$ cat src/rtl/fbp_pkg.sv
package fbp_pkg;
  localparam int ADDR_BITS = 24;

  localparam logic [7:0] OP_WR_EN   = 8'h06;
  localparam logic [7:0] OP_WR_DIS  = 8'h04;
  localparam logic [7:0] OP_STATUS  = 8'h05;
  localparam logic [7:0] OP_SEQ_PGM = 8'hAF;
  localparam logic [7:0] OP_FILL    = 8'h00;

  localparam int ST_BUSY = 0;
  localparam int ST_LATCH = 1;

  typedef enum logic [2:0] {
    FK_WEN, FK_HEAD, FK_TAIL, FK_POLL, FK_WDIS, FK_LAST
  } frame_kind_t;

  typedef enum logic [2:0] {
    CS_IDLE, CS_GAP, CS_LOAD, CS_ISSUE, CS_SEND
  } ctrl_state_t;

  function automatic logic kind_is_poll(frame_kind_t k);
    return (k == FK_POLL) || (k == FK_LAST);
  endfunction

  function automatic logic kind_needs_data(frame_kind_t k);
    return (k == FK_HEAD) || (k == FK_TAIL);
  endfunction

  // index of the final byte of a fixed-length frame
  function automatic logic [2:0] frame_last(frame_kind_t k);
    case (k)
      FK_HEAD: return 3'd4;
      FK_TAIL: return 3'd1;
      default: return 3'd0;
    endcase
  endfunction

  function automatic logic [7:0] frame_byte(frame_kind_t k, logic [2:0] idx,
                                            logic [ADDR_BITS-1:0] a, logic [7:0] d);
    logic [7:0] b;
    b = OP_FILL;
    case (k)
      FK_WEN:  b = OP_WR_EN;
      FK_WDIS: b = OP_WR_DIS;
      FK_POLL, FK_LAST: b = (idx == 3'd0) ? OP_STATUS : OP_FILL;
      FK_HEAD: begin
        case (idx)
          3'd0: b = OP_SEQ_PGM;
          3'd1: b = a[23:16];
          3'd2: b = a[15:8];
          3'd3: b = a[7:0];
          default: b = d;
        endcase
      end
      FK_TAIL: b = (idx == 3'd0) ? OP_SEQ_PGM : d;
      default: b = OP_FILL;
    endcase
    return b;
  endfunction
endpackage

$ cat src/rtl/fbp_spi_byte.sv
module fbp_spi_byte #(
  parameter int HALF_DIV = 2
) (
  input  logic       clk,
  input  logic       rst_n,
  input  logic       go,
  input  logic [7:0] tx,
  input  logic       miso,
  output logic       sck,
  output logic       mosi,
  output logic [7:0] rx,
  output logic       fin,
  output logic       busy
);
  localparam int DW = (HALF_DIV > 1) ? $clog2(HALF_DIV) : 1;
  localparam logic [DW-1:0] DIV_TOP = DW'(HALF_DIV - 1);

  logic          run_q, sck_q, mosi_q, fin_q;
  logic [DW-1:0] div_q;
  logic [2:0]    bit_q;
  logic [7:0]    sh_tx, sh_rx;

  wire half_tick = run_q && (div_q == DIV_TOP);

  always_ff @(posedge clk or negedge rst_n) begin
    if (!rst_n) begin
      run_q <= 1'b0; sck_q <= 1'b0; mosi_q <= 1'b0; fin_q <= 1'b0;
      div_q <= '0; bit_q <= '0; sh_tx <= '0; sh_rx <= '0;
    end else begin
      fin_q <= 1'b0;
      if (!run_q) begin
        if (go) begin
          run_q  <= 1'b1;
          sh_tx  <= tx;
          mosi_q <= tx[7];
          bit_q  <= '0;
          div_q  <= '0;
          sck_q  <= 1'b0;
        end
      end else if (half_tick) begin
        div_q <= '0;
        if (!sck_q) begin
          sck_q <= 1'b1;
          sh_rx <= {sh_rx[6:0], miso};
        end else begin
          sck_q <= 1'b0;
          if (bit_q == 3'd7) begin
            run_q <= 1'b0;
            fin_q <= 1'b1;
          end else begin
            bit_q  <= bit_q + 3'd1;
            sh_tx  <= {sh_tx[6:0], 1'b0};
            mosi_q <= sh_tx[6];
          end
        end
      end else begin
        div_q <= div_q + 1'b1;
      end
    end
  end

  assign sck  = sck_q;
  assign mosi = mosi_q;
  assign rx   = sh_rx;
  assign fin  = fin_q;
  assign busy = run_q;
endmodule

$ cat src/rtl/fbp_gap_timer.sv
module fbp_gap_timer #(
  parameter int CS_GAP = 4
) (
  input  logic clk,
  input  logic rst_n,
  input  logic kick,
  output logic expired
);
  localparam int GW = $clog2(CS_GAP + 1);
  localparam logic [GW-1:0] GAP_LOAD = GW'(CS_GAP);

  logic [GW-1:0] cnt_q;

  always_ff @(posedge clk or negedge rst_n) begin
    if (!rst_n)              cnt_q <= '0;
    else if (kick)           cnt_q <= GAP_LOAD;
    else if (cnt_q != '0)    cnt_q <= cnt_q - 1'b1;
  end

  assign expired = (cnt_q == '0) && !kick;
endmodule

$ cat src/rtl/fbp_ctrl.sv
module fbp_ctrl
  import fbp_pkg::*;
#(
  parameter int                ADDR_W     = 24,
  parameter int                CNT_W      = 25,
  parameter logic [ADDR_W-1:0] ADDR_LIMIT = 24'h01FFFF
) (
  input  logic              clk,
  input  logic              rst_n,
  input  logic              start,
  input  logic [ADDR_W-1:0] start_addr,
  input  logic [CNT_W-1:0]  byte_count,
  input  logic [7:0]        in_data,
  input  logic              in_valid,
  output logic              in_ready,
  output logic              active,
  output logic              done,
  output logic              error,
  output logic              cs_n,
  output logic              eng_go,
  output logic [7:0]        eng_tx,
  input  logic              eng_fin,
  input  logic [7:0]        eng_rx,
  output logic              gap_kick,
  input  logic              gap_done
);
  localparam int SW = (ADDR_W > CNT_W ? ADDR_W : CNT_W) + 2;

  // true when the last byte of the run lies at or below the limit
  function automatic logic span_ok(logic [ADDR_W-1:0] a, logic [CNT_W-1:0] n);
    logic [SW-1:0] end_excl, lim_excl;
    end_excl = SW'(a) + SW'(n);
    lim_excl = SW'(ADDR_LIMIT) + SW'(1);
    return end_excl <= lim_excl;
  endfunction

  ctrl_state_t       state;
  frame_kind_t       kind, nxt;
  logic [2:0]        idx;
  logic              cs_q, go_q, done_q, err_q, kick_q, head_poll;
  logic [7:0]        tx_q, data_q;
  logic [ADDR_W-1:0] addr_q;
  logic [CNT_W-1:0]  remain_q;

  logic frame_more;
  logic [2:0] idx_next;

  always_comb begin
    if (kind_is_poll(kind)) begin
      frame_more = (idx == 3'd0) || eng_rx[ST_BUSY];
      idx_next   = 3'd1;
    end else begin
      frame_more = (idx != frame_last(kind));
      idx_next   = idx + 3'd1;
    end
  end

  always_ff @(posedge clk or negedge rst_n) begin
    if (!rst_n) begin
      state <= CS_IDLE; kind <= FK_WEN; nxt <= FK_WEN; idx <= '0;
      cs_q <= 1'b1; go_q <= 1'b0; done_q <= 1'b0; err_q <= 1'b0;
      kick_q <= 1'b0; head_poll <= 1'b0;
      tx_q <= '0; data_q <= '0; addr_q <= '0; remain_q <= '0;
    end else begin
      go_q <= 1'b0; done_q <= 1'b0; err_q <= 1'b0; kick_q <= 1'b0;
      case (state)
        CS_IDLE: if (start) begin
          addr_q   <= start_addr;
          remain_q <= byte_count;
          if (byte_count == '0) begin
            done_q <= 1'b1;
          end else if (!span_ok(start_addr, byte_count)) begin
            done_q <= 1'b1;
            err_q  <= 1'b1;
          end else begin
            nxt   <= FK_WEN;
            state <= CS_GAP;
          end
        end
        CS_GAP: if (gap_done) begin
          kind  <= nxt;
          state <= kind_needs_data(nxt) ? CS_LOAD : CS_ISSUE;
        end
        CS_LOAD: if (in_valid) begin
          data_q   <= in_data;
          remain_q <= remain_q - 1'b1;
          state    <= CS_ISSUE;
        end
        CS_ISSUE: begin
          cs_q  <= 1'b0;
          go_q  <= 1'b1;
          tx_q  <= frame_byte(kind, 3'd0, addr_q, data_q);
          idx   <= 3'd0;
          state <= CS_SEND;
        end
        CS_SEND: if (eng_fin) begin
          if (frame_more) begin
            idx  <= idx_next;
            go_q <= 1'b1;
            tx_q <= frame_byte(kind, idx_next, addr_q, data_q);
          end else begin
            cs_q   <= 1'b1;
            kick_q <= 1'b1;
            state  <= CS_GAP;
            case (kind)
              FK_WEN:  nxt <= FK_HEAD;
              FK_HEAD: begin nxt <= FK_POLL; head_poll <= 1'b1; end
              FK_TAIL: nxt <= FK_POLL;
              FK_POLL: begin
                head_poll <= 1'b0;
                if (head_poll && !eng_rx[ST_LATCH]) begin
                  done_q <= 1'b1;
                  err_q  <= 1'b1;
                  state  <= CS_IDLE;
                end else begin
                  nxt <= (remain_q == '0) ? FK_WDIS : FK_TAIL;
                end
              end
              FK_WDIS: nxt <= FK_LAST;
              FK_LAST: begin done_q <= 1'b1; state <= CS_IDLE; end
              default: state <= CS_IDLE;
            endcase
          end
        end
        default: state <= CS_IDLE;
      endcase
    end
  end

  assign in_ready = (state == CS_LOAD);
  assign active   = (state != CS_IDLE);
  assign done     = done_q;
  assign error    = err_q;
  assign cs_n     = cs_q;
  assign eng_go   = go_q;
  assign eng_tx   = tx_q;
  assign gap_kick = kick_q;
endmodule

$ cat src/rtl/flash_burst_prog.sv
module flash_burst_prog #(
  parameter int                ADDR_W     = 24,
  parameter int                CNT_W      = ADDR_W + 1,
  parameter logic [ADDR_W-1:0] ADDR_LIMIT = 24'h01FFFF,
  parameter int                HALF_DIV   = 2,
  parameter int                CS_GAP     = 4
) (
  input  logic              clk,
  input  logic              rst_n,
  input  logic              start,
  input  logic [ADDR_W-1:0] start_addr,
  input  logic [CNT_W-1:0]  byte_count,
  input  logic [7:0]        in_data,
  input  logic              in_valid,
  output logic              in_ready,
  output logic              active,
  output logic              done,
  output logic              error,
  output logic              spi_cs_n,
  output logic              spi_sck,
  output logic              spi_mosi,
  input  logic              spi_miso
);
  logic       eng_go, eng_fin, eng_busy, gap_kick, gap_done;
  logic [7:0] eng_tx, eng_rx;

  fbp_ctrl #(.ADDR_W(ADDR_W), .CNT_W(CNT_W), .ADDR_LIMIT(ADDR_LIMIT)) u_ctrl (
    .clk(clk), .rst_n(rst_n), .start(start), .start_addr(start_addr),
    .byte_count(byte_count), .in_data(in_data), .in_valid(in_valid),
    .in_ready(in_ready), .active(active), .done(done), .error(error),
    .cs_n(spi_cs_n), .eng_go(eng_go), .eng_tx(eng_tx), .eng_fin(eng_fin),
    .eng_rx(eng_rx), .gap_kick(gap_kick), .gap_done(gap_done)
  );

  fbp_spi_byte #(.HALF_DIV(HALF_DIV)) u_byte (
    .clk(clk), .rst_n(rst_n), .go(eng_go), .tx(eng_tx), .miso(spi_miso),
    .sck(spi_sck), .mosi(spi_mosi), .rx(eng_rx), .fin(eng_fin), .busy(eng_busy)
  );

  fbp_gap_timer #(.CS_GAP(CS_GAP)) u_gap (
    .clk(clk), .rst_n(rst_n), .kick(gap_kick), .expired(gap_done)
  );
endmodule

$ cat config.mk
export PLATFORM = sky130hd
export DESIGN_NAME = flash_burst_prog
export DESIGN_NICKNAME = d
export VERILOG_FILES = /design/src/rtl/fbp_pkg.sv /design/src/rtl/fbp_spi_byte.sv /design/src/rtl/fbp_gap_timer.sv /design/src/rtl/fbp_ctrl.sv /design/src/rtl/flash_burst_prog.sv
export SDC_FILE = /design/constraint.sdc
export NUM_CORES = 1
export LEC_CHECK = 0
export BUFFER_PORTS_ARGS = -buffer_cell sky130_fd_sc_hd__buf_4
export CAP_MARGIN = 40
export CORE_MARGIN = 3
export CORE_UTILIZATION = 60
export DETAILED_ROUTE_END_ITERATION = 16
export MAX_ROUTING_LAYER = met4
export PLACE_DENSITY = 0.8
export SYNTH_ARGS = -nofsm -noshare
export SYNTH_HDL_FRONTEND = slang
export SYNTH_SLANG_ARGS = --single-unit
$ cat constraint.sdc
create_clock -name clk -period 3.14 [get_ports clk]
set_clock_uncertainty 0.15 [all_clocks]
set_input_delay 0.628 -clock clk [delete_from_list [all_inputs] [get_ports clk]]
set_output_delay 0.628 -clock clk [all_outputs]
set_load 0.1 [all_outputs]
==> impl_metrics.env <==
export IMPL_status="complete, no violations"
export IMPL_antenna_found_initial=0
export IMPL_clock_sinks=103
export IMPL_cts_root_buffer="clkbuf_16"
export IMPL_period_needed_ps=3090
export IMPL_clockBufferDepth=2
export IMPL_layout_common_cells="buf_4, nand2_1, dfrtp_1, nor2_1, a21oi_1"
export IMPL_synth_edf_count=0
export IMPL_boundaryPins=69
export IMPL_synth_area_leaders="dfrtp_1, nand2_1, ha_1, a21oi_1, o21ai_0"
export IMPL_areaGrowthSynthToFinish_pct=30.5
export IMPL_ant_nets=0
export IMPL_wl_per_cell_um=19.1
export IMPL_final_util_pct=82.2
export IMPL_maxSlewViolCount=0
export IMPL_ys_types=77
export IMPL_avgSynthCellArea_um2=8.23
export IMPL_p_per_area_nw_per_um2=767
export IMPL_htree_levels=3
export IMPL_fp_dieW_um=114
export IMPL_initial_core_util_pct=63.0
export IMPL_dp_hpwl_um=16700
export IMPL_slew_headroom_pct=57.3
export IMPL_grt_pass1_vias=7340
export IMPL_syn_cell_area_um2=6980
export IMPL_pre_cts_ws_ps=-499
export IMPL_coreArea_um2=11100
export IMPL_insertion_delay_ps=360
export IMPL_crit_required_ps=3220
export IMPL_maxCapViolations=0
export IMPL_final_common_cell="buf_4"
export IMPL_die_area_um2=13000
export IMPL_hold_class="register to register"
export IMPL_dr_pass1_iters=7
export IMPL_synth_flop_cell="dfrtp_1"
export IMPL_fin_crit_sh_pct=98.3
export IMPL_slowest_delay_ps=390
export IMPL_crit_type="primary input to register"
export IMPL_setup_violations=0
export IMPL_place_gp_congestion=1.00
export IMPL_fmax_mhz=324
export IMPL_crit_arrival_ps=3170
export IMPL_drt_initial_drc_count=877
export IMPL_drive_gt1_share_pct=29.0
export IMPL_overflow=0
export IMPL_grt_use_met3_pct=6.10
export IMPL_num_rows=38
export IMPL_leakagePower_nw=4.06
export IMPL_hold_viol_final=0
export IMPL_path_cells="buf_4 -> ha_4 -> fa_2 -> a21o_1 -> a221o_1 -> nor2_1 -> a31oi_1 -> nor4_1 -> and3_2 -> a41oi_4 -> nor4b_4 -> o32ai_1"
export IMPL_yosys_area_top_type="dfrtp_1"
export IMPL_synth_top_area_share_pct=36.6
export IMPL_die_h_um=114
export IMPL_io_buffers=68
export IMPL_drcViolationCount=0
export IMPL_synthesis_nets=942
export IMPL_via_count=7521
export IMPL_syn_inst=848
export IMPL_yosysSeqAreaShare_pct=37.0
export IMPL_diodes=0
export IMPL_synth_async_reset_ratio_pct=100
export IMPL_yosys_warnings=0
export IMPL_total_power_w=0.00698
export IMPL_worst_slack_ps=53.8
export IMPL_worst_pin_slew_ps=639
export IMPL_ir_drop_mv=0.958
export IMPL_busiest_layer="met2"
export IMPL_fin_cells=1169
export IMPL_cpMaxStageDelayCell="nor4b_4"
export IMPL_viasPerCell=6.43
export IMPL_grt_usage_pct=35.0
export IMPL_cts_buffers_inserted=9
export IMPL_nets=1118
export IMPL_crit_buf_inv=1
export IMPL_rrSetupSlack_ps=140
export IMPL_cp_end_kind="register"
export IMPL_clkSlewWorstSetupHoldPaths_ps=70
export IMPL_dp_cells=1144
export IMPL_wl_um=22300
export IMPL_cp_top_family="simple AND/OR/NAND/NOR gates"
export IMPL_grt_pass1_wl_um=35100
export IMPL_crit_fanout=4
export IMPL_rsz0062_at_grt="true"
export IMPL_ys_seq_elements=103
export IMPL_startpoint_type="primary input"
export IMPL_grt_max_degree=50
export IMPL_final_setup_tns_ps=0
export IMPL_cts_tree="done"
export IMPL_grtUsageMet1_pct=39.7
export IMPL_globalRouteMet2Util_pct=59.1
synth_stat cells, types with 3 or more instances:
cell and number:
ha_1 31, mux2_2 15, a211oi_1 6, inv_1 28
nand2_1 138, nand2b_1 6, nor2_1 77, buf_6 4
a21o_1 4, a221oi_1 3, nor2b_1 8, and4_1 3
nand3b_1 6, and2_1 7, buf_2 4, o21ai_0 58
clkbuf_1 32, xor2_1 11, nor3_1 30, and3_1 6
or3b_1 3, o211ai_1 6, nor4_1 11, nand4_1 11
dfrtp_1 102, nand3_1 19, o21a_1 8, xnor2_1 9
a21oi_1 76, a22oi_1 11, or3_1 9, a31oi_1 11
a21oi_2 4, o21ai_1 10, o31ai_1 7, mux2i_1 7
o22ai_1 12, o32ai_1 4
through the flow:
step           hold WS (ps)  area, um^2
2_1_floorplan           182        7010
3_3_place_gp            295        8490
3_5_place_dp            311        8490
4_1_cts                 323        8840
5_1_grt                 347        9100
6_report                317        9100
path summary, 6_finish.rpt:
kind | from | endpoint | cells after the start
min in group asynchronous | rst_n | u_gap.cnt_q[1]$_DFFE_PN0P_ | 2
worst max register to register | u_ctrl.remain_q[0]$_DFFE_PN0P_ | u_ctrl.remain_q[22]$_DFFE_PN0P_ | 11
worst min register to register | u_ctrl.cs_n$_DFFE_PN1P_ | u_ctrl.cs_n$_DFFE_PN1P_ | 2
max in group asynchronous | rst_n | u_ctrl.remain_q[8]$_DFFE_PN0P_ | 3
worst max-delay path | start_addr[0] | u_ctrl.error$_DFF_PN0_ | 12
worst min-delay path | u_ctrl.cs_n$_DFFE_PN1P_ | u_ctrl.cs_n$_DFFE_PN1P_ | 2
worst reg2reg max path: stages (launching register included):
cell	delay, ps
dfrtp_1	410
inv_1	90
ha_1	240
nand3_1	180
or3_4	430
or3b_1	410
buf_4	160
or3_1	370
nor3_1	170
o21ai_0	100
nand2_1	110
o21ai_1	70
power breakdown:
group	leakage, nW	total [W]	switching [W]	internal, W
Sequential	1.23	0.00250	0.000579	0.00192
Combinational	2.69	0.00337	0.00204	0.00133
Clock	0.142	0.00112	0.000522	0.000593
Total	4.06	0.00698	0.00314	0.00384
area by class of cell:
| class | count | area, um^2 |
|---|---|---|
| multi-input cells | 674 | 4390 |
| flip-flops and latches | 103 | 2580 |
| fillers | 692 | 1970 |
| repair buffers | 207 | 1560 |
| clock buffers | 12 | 256 |
| well taps | 140 | 175 |
| inverters | 29 | 109 |
| clock inverters | 4 | 36.3 |
layer usage:
metal,share of wire [%],vias up,wire (um)
met2,50,401,11200
met5,0,-,0
met4,5.5,0,1230
li1,-,3443,-
met3,6.4,98,1430
met1,38,3579,8520
repair_timing:
action	CTS	global route
pin swaps	8	20
hold buffers	1	0
buffers inserted	0	8
setup endpoints to repair	6	10
resized for setup	7	36
endpoints found under the hold margin	10	0
flip-flops by register name, summed over array words and instances (netlist names), 2 cells and up:
| register | count |
|---|---|
| u_ctrl.remain_q | 25 |
| u_ctrl.addr_q | 24 |
| u_ctrl.data_q | 8 |
| u_ctrl.eng_tx | 8 |
| u_byte.sh_tx | 7 |
| u_byte.bit_q | 3 |
| u_ctrl.idx | 3 |
| u_ctrl.kind | 3 |
| u_ctrl.nxt | 3 |
| u_ctrl.state | 3 |
| u_gap.cnt_q | 3 |
| u_byte.rx | 2 |
logic make-up after synthesis:
group	synth area share [%]
flops	37.0
simple gates	23.5
mux	3.43
compound gates	23.2
xor+xnor	2.74
buf+inv	4.32
fa+ha+maj	5.85
No activity file was read; power rests on OpenSTA's default activity.
